File: src/rtl/mac_engine.sv
module mac_engine #(
  parameter int OPW  = 16,
  parameter int ACCW = 40
) (
  input  logic            clk,
  input  logic            rst_n,
  input  logic            op_valid,
  input  logic [3:0]      op_code,
  input  logic            acc_sel,
  input  logic [OPW-1:0]  x_in,
  input  logic [OPW-1:0]  y_in,
  input  logic            frac_mode,
  input  logic            x_signed,
  input  logic            y_signed,
  input  logic            sat_en_a,
  input  logic            sat_en_b,
  input  logic            sat_wide,
  input  logic            store_sel,
  input  logic            conv_round,
  input  logic            sat_store,
  output logic [OPW-1:0]  store_out,
  output logic [ACCW-1:0] acc_a_out,
  output logic [ACCW-1:0] acc_b_out,
  output logic            narrow_ovf_a,
  output logic            wide_ovf_a,
  output logic            narrow_ovf_b,
  output logic            wide_ovf_b
);
  localparam int MW     = OPW + 1;
  localparam int PW     = 2 * MW;
  localparam int NARROW = 2 * OPW;
  localparam int TOPW   = ACCW - NARROW + 2;
  localparam logic [ACCW-1:0] NMAX = {{(ACCW-NARROW+1){1'b0}}, {(NARROW-1){1'b1}}};
  localparam logic [ACCW-1:0] NMIN = ~NMAX;
  localparam logic [ACCW-1:0] WMAX = {1'b0, {(ACCW-1){1'b1}}};
  localparam logic [ACCW-1:0] WMIN = ~WMAX;
  localparam logic [ACCW:0]   HALF = (ACCW+1)'(1) << (OPW-1);
  localparam logic [OPW-1:0]  SMAX = {1'b0, {(OPW-1){1'b1}}};

  typedef enum logic [3:0] {
    OP_CLR = 4'd0, OP_MPY = 4'd1, OP_MPYN = 4'd2, OP_MAC = 4'd3, OP_MSC = 4'd4,
    OP_SQR = 4'd5, OP_SQRAC = 4'd6, OP_ED = 4'd7, OP_EDAC = 4'd8
  } op_e;

  logic [ACCW-1:0] acc_q [2];
  logic            ovn_q [2];
  logic            ovw_q [2];

  // operand extension and 17x17 multiply
  logic [OPW-1:0]         dif;
  logic signed [MW-1:0]   xe, ye, de, ma, mb;
  logic signed [PW-1:0]   prod;
  logic [ACCW-1:0]        pext;

  assign dif = x_in - y_in;
  assign xe  = {x_signed & x_in[OPW-1], x_in};
  assign ye  = {y_signed & y_in[OPW-1], y_in};
  assign de  = {x_signed & dif[OPW-1], dif};

  always_comb begin
    case (op_code)
      OP_SQR, OP_SQRAC: begin ma = xe; mb = xe; end
      OP_ED, OP_EDAC:   begin ma = de; mb = de; end
      default:          begin ma = xe; mb = ye; end
    endcase
  end

  assign prod = ma * mb;
  assign pext = frac_mode ? {{(ACCW-PW-1){prod[PW-1]}}, prod, 1'b0}
                          : {{(ACCW-PW){prod[PW-1]}}, prod};

  // operation decode
  logic code_ok, use_acc, negate, is_clr;
  always_comb begin
    code_ok = 1'b1; use_acc = 1'b0; negate = 1'b0; is_clr = 1'b0;
    case (op_code)
      OP_CLR:                    is_clr  = 1'b1;
      OP_MPY, OP_SQR, OP_ED:     ;
      OP_MPYN:                   negate  = 1'b1;
      OP_MAC, OP_SQRAC, OP_EDAC: use_acc = 1'b1;
      OP_MSC:                    begin use_acc = 1'b1; negate = 1'b1; end
      default:                   code_ok = 1'b0;
    endcase
  end

  // 41-bit exact add/subtract
  logic [ACCW-1:0] cur;
  logic [ACCW:0]   base, padd, sum;
  logic [TOPW-1:0] top;
  logic            ovn, ovw, sat_on;
  logic [ACCW-1:0] res;

  assign cur  = acc_sel ? acc_q[1] : acc_q[0];
  assign base = use_acc ? {cur[ACCW-1], cur} : '0;
  assign padd = {pext[ACCW-1], pext};
  assign sum  = is_clr ? '0 : (negate ? base - padd : base + padd);
  assign top  = sum[ACCW:NARROW-1];
  assign ovn  = !((&top) || !(|top));
  assign ovw  = sum[ACCW] ^ sum[ACCW-1];
  assign sat_on = acc_sel ? sat_en_b : sat_en_a;

  always_comb begin
    res = sum[ACCW-1:0];
    if (sat_on) begin
      if (sat_wide) begin
        if (ovw) res = sum[ACCW] ? WMIN : WMAX;
      end else if (ovn) begin
        res = sum[ACCW] ? NMIN : NMAX;
      end
    end
  end

  always_ff @(posedge clk or negedge rst_n) begin
    if (!rst_n) begin
      for (int i = 0; i < 2; i++) begin
        acc_q[i] <= '0;
        ovn_q[i] <= 1'b0;
        ovw_q[i] <= 1'b0;
      end
    end else if (op_valid && code_ok) begin
      for (int i = 0; i < 2; i++) begin
        if (acc_sel == i[0]) begin
          acc_q[i] <= res;
          ovn_q[i] <= !is_clr && (ovn_q[i] || ovn);
          ovw_q[i] <= !is_clr && (ovw_q[i] || ovw);
        end
      end
    end
  end

  assign acc_a_out    = acc_q[0];
  assign acc_b_out    = acc_q[1];
  assign narrow_ovf_a = ovn_q[0];
  assign wide_ovf_a   = ovw_q[0];
  assign narrow_ovf_b = ovn_q[1];
  assign wide_ovf_b   = ovw_q[1];

  // store path: round, then optional 16-bit clamp
  logic [ACCW-1:0] sacc;
  logic [ACCW:0]   rs;
  logic [TOPW-1:0] stop;
  logic            tie, add_half, sov;

  assign sacc     = store_sel ? acc_q[1] : acc_q[0];
  assign tie      = sacc[OPW-1:0] == HALF[OPW-1:0];
  assign add_half = !(conv_round && tie && !sacc[OPW]);
  assign rs       = {sacc[ACCW-1], sacc} + (add_half ? HALF : '0);
  assign stop     = rs[ACCW:NARROW-1];
  assign sov      = !((&stop) || !(|stop));
  assign store_out = (sat_store && sov) ? (rs[ACCW] ? ~SMAX : SMAX) : rs[NARROW-1:OPW];


  idle_hold_chk: assert property (@(posedge clk) disable iff (!rst_n)
    !op_valid |=> ($stable(acc_a_out) && $stable(acc_b_out)));


  other_acc_chk: assert property (@(posedge clk) disable iff (!rst_n)
    (op_valid && !acc_sel) |=> $stable(acc_b_out));


  clear_b_chk: assert property (@(posedge clk) disable iff (!rst_n)
    (op_valid && acc_sel && op_code == OP_CLR) |=> (acc_b_out == '0 && !wide_ovf_b && !narrow_ovf_b));


  narrow_sat_chk: assert property (@(posedge clk) disable iff (!rst_n)
    (op_valid && code_ok && !acc_sel && sat_en_a && !sat_wide)
      |=> ((&acc_a_out[ACCW-1:NARROW-1]) || !(|acc_a_out[ACCW-1:NARROW-1])));


  sticky_flag_chk: assert property (@(posedge clk) disable iff (!rst_n)
    (narrow_ovf_a && !(op_valid && !acc_sel && op_code == OP_CLR)) |=> narrow_ovf_a);


  flag_order_chk: assert property (@(posedge clk) disable iff (!rst_n)
    wide_ovf_b |-> narrow_ovf_b);
endmodule

File: config.mk
export PLATFORM = sky130hd
export DESIGN_NAME = mac_engine
export DESIGN_NICKNAME = d
export VERILOG_FILES = /design/src/rtl/mac_engine.sv
export SDC_FILE = /design/constraint.sdc
export NUM_CORES = 1
export LEC_CHECK = 0
export CAP_MARGIN = 30
export CORE_MARGIN = 3
export CORE_UTILIZATION = 60
export DETAILED_ROUTE_END_ITERATION = 8
export DONT_BUFFER_PORTS = 1
export GPL_TIMING_DRIVEN = 0
export PLACE_DENSITY_LB_ADDON = 0.1
export SYNTH_ARGS = -nofsm -noshare
export SYNTH_HDL_FRONTEND = slang
export SYNTH_SLANG_ARGS = --single-unit
File: constraint.sdc
create_clock -name clk -period 7.8 [get_ports clk]
set_input_delay 0.78 -clock clk [delete_from_list [all_inputs] [get_ports clk]]
set_output_delay 0.78 -clock clk [all_outputs]
set_load 0.02 [all_outputs]
## Yosys cells after proc, flatten, opt, wreduce, memory -nomap -nowiden

Cells that the tools add are included.
W data, S select, Z words.

- Register bits after elaboration: 84
- Bits in latches: 0
- RAM bits: 0
- Memory bits (read-only): 0
- Output and inout port bits: 100
- Logic and storage cells: 79
- Memories: 0

- $add $sub $neg: 4
- Multiply operators: 1
- Divide/modulo/power cells: 0
- Magnitude comparators: 0
- Eq/ne operators: 9
- Shifts and indexed selects: 0
- Muxes and demuxes: 22
- Bitwise gates (word level): 5
- Reduce and logical (&&, ||, !) cells: 32

Operator list:

| cell | count |
|---|---|
| $mux W40 | 8 |
| $mux W41 | 3 |
| $mux W16 | 3 |
| $add A40 B17 Y41 | 1 |
| $add A41 B41 Y41 | 1 |
| $sub A41 B41 Y41 | 1 |
| $mul A17 B17 Y34 | 1 |
| $mux W34 | 1 |
| $pmux W17 S2 | 1 |
| $reduce_and A10 Y1 | 2 |
| $reduce_or A10 Y1 | 2 |
| $mux W17 | 1 |
| $eq A16 B16 Y1 const B | 1 |
| $eq A4 B3 Y1 const B | 4 |
| $sub A16 B16 Y16 | 1 |
| $reduce_or A9 Y1 | 1 |
| $eq A4 B2 Y1 const B | 2 |
| $logic_and A1 B1 Y1 | 8 |
| $logic_not A1 Y1 | 6 |
| $logic_or A1 B1 Y1 | 6 |
| $reduce_or A2 Y1 | 3 |
| $mux W1 | 5 |
| $eq A4 B1 Y1 const B | 1 |
| $eq A4 B4 Y1 const B | 1 |
| 6 further kinds | 9 |

## Logic depth before layout (Yosys ltp)

- Depth after elaboration: 14
- Mapped depth: 67

## Least setup slack after synthesis

No wires, ideal clock.

- Path kind: in2reg
- From: input port y_in[1]
- To: register acc_q, in the netlist acc_a_out[0]
- Library setup time: 65 ps
- Data arrival time: 14381 ps
- Setup slack: -6646 ps
- Cell stages on the path: 63
- Buffers on the path: 6
- Cell sequence: inv_1 -> ha_1 -> nor2b_1 -> o21ai_0 -> a21oi_1 -> o21ai_0 -> a21oi_1 -> o211ai_1 -> and3_1 -> o41ai_1 -> a21oi_1 -> xor2_1 -> mux2_2 -> a222oi_1 -> clkbuf_1 -> clkbuf_1 -> nor2_1 -> fa_1 -> [... 27 more ...] -> o31ai_1 -> and2_1 -> a311oi_1 -> a21oi_1 -> xnor2_1 -> xnor2_2 -> nor2_4 -> inv_1 -> ha_1 -> inv_1 -> a311oi_1 -> o311ai_1 -> nor3_1 -> nor2_1 -> a21oi_1 -> clkbuf_1 -> a21o_1 -> mux2_2

- Word-level cells in the longest chain between the ends: 14

Ends and longest elaborated chain:

| item | RTL line | source |
|---|---|---|
| start, declared | 11 | `input logic [OPW-1:0] y_in,` |
| $sub A16 B16 Y16 | 55 | `assign dif = x_in - y_in;` |
| $and A1 B1 Y1 | 58 | `assign de = {x_signed & dif[OPW-1], dif};` |
| $pmux W17 S2 / $mux W17 (equally long branches) | 61 | `case (op_code)` |
| $mul A17 B17 Y34 (*) | 68 | `assign prod = ma * mb;` |
| $mux W34 | 69 | `assign pext = frac_mode ? {{(ACCW-PW-1){prod[PW-1]}}, prod, 1'b0}` |
| $add A41 B41 Y41 / $sub A41 B41 Y41 (equally long branches) | 96 | `assign sum = is_clr ? '0 : (negate ? base - padd : base + padd);` |
| $mux W41 (*) (2 in a row) | 96 |  |
| $reduce_or A10 Y1 | 98 | `assign ovn = !((&top) \|\| !(\|top));` |
| $logic_not A1 Y1 | 98 |  |
| $logic_or A1 B1 Y1 | 98 |  |
| $mux W40 | 107 | `end else if (ovn) begin` |
| $mux W40 (*) | 105 | `if (sat_wide) begin` |
| $mux W40 (*) | 104 | `if (sat_on) begin` |
| end signal, assigned by index | 123 | `acc_q[i] <= res;` |
| end, declared | 45 | `logic [ACCW-1:0] acc_q [2];` |

Mark *: on every way between the ends. The rest lies on a longest branch, timed or not.
A chain may end at the register's enable or synchronous reset.

## Worst setup path in the final report

- From: input port x_in[0]
- To: register acc_q, in the netlist acc_a_out[29]

- Word-level cells in the longest chain between the ends: 14

Ends and longest elaborated chain:

| item | RTL line | source |
|---|---|---|
| start, declared | 10 | `input logic [OPW-1:0] x_in,` |
| $sub A16 B16 Y16 | 55 |  |
| $and A1 B1 Y1 | 58 |  |
| $pmux W17 S2 / $mux W17 (equally long branches) | 61 |  |
| $mul A17 B17 Y34 (*) | 68 |  |
| $mux W34 | 69 |  |
| $add A41 B41 Y41 / $sub A41 B41 Y41 (equally long branches) | 96 |  |
| $mux W41 (*) (2 in a row) | 96 |  |
| $reduce_or A10 Y1 | 98 |  |
| $logic_not A1 Y1 | 98 |  |
| $logic_or A1 B1 Y1 | 98 |  |
| $mux W40 | 107 |  |
| $mux W40 | 105 |  |
| $mux W40 (*) | 104 |  |

Marks and branches as above.

==> impl_results.md <==
* Status: finished with violations
* Failing checks: setup timing
* Placeable Area at 0.0357 mm2
* Antenna diode count at 0
* Die H at 197 um
* Commonest non-fill, non-tap cell in the layout: inv_1
* Setup slack, reg-to-reg at 1.69 ns
* Largest net degree at the start of global routing at 85
* Synth unique cells at 97
* WL/cell at 21.0 um
* Final min period at 14.43 ns
* Hold Violations, Final at 0
* Die area at 0.0387 mm2
* Crit path max fanout at 10
* RSZ-0062 raised after global routing: true
* Mapped cell area at 0.0219 mm2
* Worst path slowest cell: fa_2
* Placed cell count at 3196
* Hold-fix buffers, CTS at 0
* Synthesized net count at 3219
* Number of core rows at 69
* CTS H-tree lvls at 3
* CP arrival at 14.65 ns
* Part of the cycle the worst path needs at 185%
* Gpl congestion at 0.964
* Final WS setup at -6.63 ns
* Critical Path RT at 8.02 ns
* Worst slack, placed at -8.62 ns
* Worst r2r dst: acc_a_out[29]
* HP Class: input port to async pin
* Port Buffers at 0
* Post-Syn Instances at about 2700
* Clock insertion delay at the later pin of the skew report at between 0.3 and 0.4 ns
* IO Pins at about 150
* # setup viols final at 84
* Max Cap Viol at 0
* Clock Pin Slew Worst Setup and Hold Paths at about 0.060 ns
* Max Root-Sink Buffers at 2
* Worst slew margin at 27.5%
* Synth Register Bits at 84
* Fillers at 2871
* Most frequent CP cell: fa_1
* Via count at 20418
* Antenna violations before repair at 0
* Clock sinks at 84
* Worst path max stage delay at between 0.6 and 0.7 ns
* Post-Route WL at 69500 um
* Most used DFF post-synth: dfrtp_1
* Sequential share of the synthesized area at 9.62%
* Share of cells above drive strength 1 at 15.2%
* Starting Density at 61.1%
* Pre-Repair DR Iteration Count at 6
* Vias in the first global route at 21107
* Fmax at between 0.06 and 0.07 GHz
* Most frequent cells in the layout: inv_1 (348), nand2_1 (290), nor2_1 (288), fa_1 (287), a21oi_1 (143)
* Slew Limit Fails at 0
* Setup Skew at 0.00869 ns
* # DRC at 0
* DR vias/cell at roughly 6.2
* Crit Path Class: input port to flop
* Avg Inst Size Synth at between 8 and 9 um2
* CTS buffer count at 9
* Die Wd at approximately 200 um
* Async set-reset flop share out of synthesis at between 90% and 100%
* First-pass GRT wire length at 111000 um
* Post-synth EDFFs at 0
* GRT Overall Usage at 35.8%
* Initial DRC Count at between 1500 and 2000
* Clock Root Buffer: clkbuf_16
* Worst Setup Start Kind: input port
* R2r worst-path depth at 26
* Core Util, Final at 69.9%
* HPWL after DPL at 56700 um
* Worst-Margin Slew at 1.08 ns
* GRT Residual Overflow at 0
* Critical path capture point type: flop
* Reg2reg start: acc_a_out[0]
* Final nets at 3334
* Post-DRT Antenna Nets at 0
* Synth Warn # at 0
* Synthesis-to-layout area growth at 14.3%
* Fin cells at 3309
* CTS tree: built
## sequential cells by signal, summed over array words and instances, names as in the netlist
register	cells
narrow_ovf_b	1
wide_ovf_b	1
acc_a_out	40
wide_ovf_a	1
narrow_ovf_a	1
acc_b_out	40
## cell type report
type                       count  area, um2  share of cell area, %
clock buffer                  13        250                   1.00
sequential                    84       2100                   8.42
buffer                       131        739                   2.96
tap                          461        577                   2.31
inverter                     361       1390                   5.55
clock inverter                 2       35.0                  0.140
multi-input combinational   2140      19000                   75.9
timing repair buffer         117        928                   3.72
## Yosys cell counts (15+ instances only)
cell        n  area share [%]
mux2i_1    85             3.9
nand2_1   299             5.1
nand3_1    42            0.96
nor2_1    298             5.1
a211oi_1   29             1.0
ha_1      142             8.1
o21ai_0   117             2.7
xor2_1     39             1.6
a21o_1     51             1.8
fa_1      299              27
inv_1     361             6.2
nor3_1     57             1.3
nand4_1    17            0.49
clkbuf_1  114             2.0
xnor2_1    70             2.8
buf_2      19            0.44
and2_1     22            0.63
nand2b_1   24            0.69
nor4_1     21            0.60
dfrtp_1    84             9.6
o21a_1     15            0.52
a21oi_1   202             4.6
mux2_2     32             1.6
and3_1     19            0.54
o211ai_1   24            0.82
## metrics by stage
stage                     cell area, um2  hold WS (ns)  setup TNS, ns
after detailed placement           22800         0.486        -705.80
after global placement             22800         0.486        -696.81
after CTS                          24000         0.130        -546.57
after global routing               25000         0.126        -578.06
final                              25000         0.129        -541.98
after floorplan                    22200         0.484        -451.23
## repair_timing
| item | CTS | global route |
|---|---|---|
| buffers inserted | 51 | 59 |
| gates resized for setup | 127 | 188 |
| endpoints found under the setup margin | 84 | 84 |
| pin swaps | 60 | 98 |
| cloned | 3 | 0 |
## metal layers
layer	part of all wire [%]	routed length (um)	GRT usage, %
met5	0	0	0
met4	7.0	4870	21.4
met1	38	26600	43.5
met2	48	33400	61.3
met3	6.6	4610	4.50
## how the worst max path moves through the flow
stage,from,to,slack (ns),cells after the start
floorplan,x_in[0],acc_a_out[14],-5.55,65
global placement,op_code[2],acc_b_out[0],-8.50,55
detailed placement,op_code[2],acc_b_out[0],-8.62,55
CTS,y_in[1],acc_a_out[29],-6.67,63
global route,y_in[1],acc_a_out[21],-7.06,67
finish,x_in[0],acc_a_out[29],-6.63,64
## worst max-delay path, delay by kind of cell
family	cells	cell delay [ns]
AND/OR/NAND/NOR	18	3.69
AO/OA/AOI/OAI	17	3.28
buffers and inverters	14	1.49
multiplexers	1	0.26
adder cells (fa/ha/maj)	11	4.41
XOR/XNOR	3	0.69
## logic make-up (layout without fill, tap and decap cells)
| family | after synthesis | after routing | synth area share (%) |
|---|---|---|---|
| compound gates | 592 | 592 | 17.5 |
| flops | 84 | 84 | 9.62 |
| simple gates | 878 | 878 | 18.4 |
| xor+xnor | 111 | 111 | 4.55 |
| fa+ha+maj | 441 | 441 | 35.5 |
| buf+inv | 505 | 624 | 8.84 |
| mux | 118 | 118 | 5.59 |
Power is not shown: default switching activity piles up to over one toggle a cycle in this logic, so the estimate is an artifact.
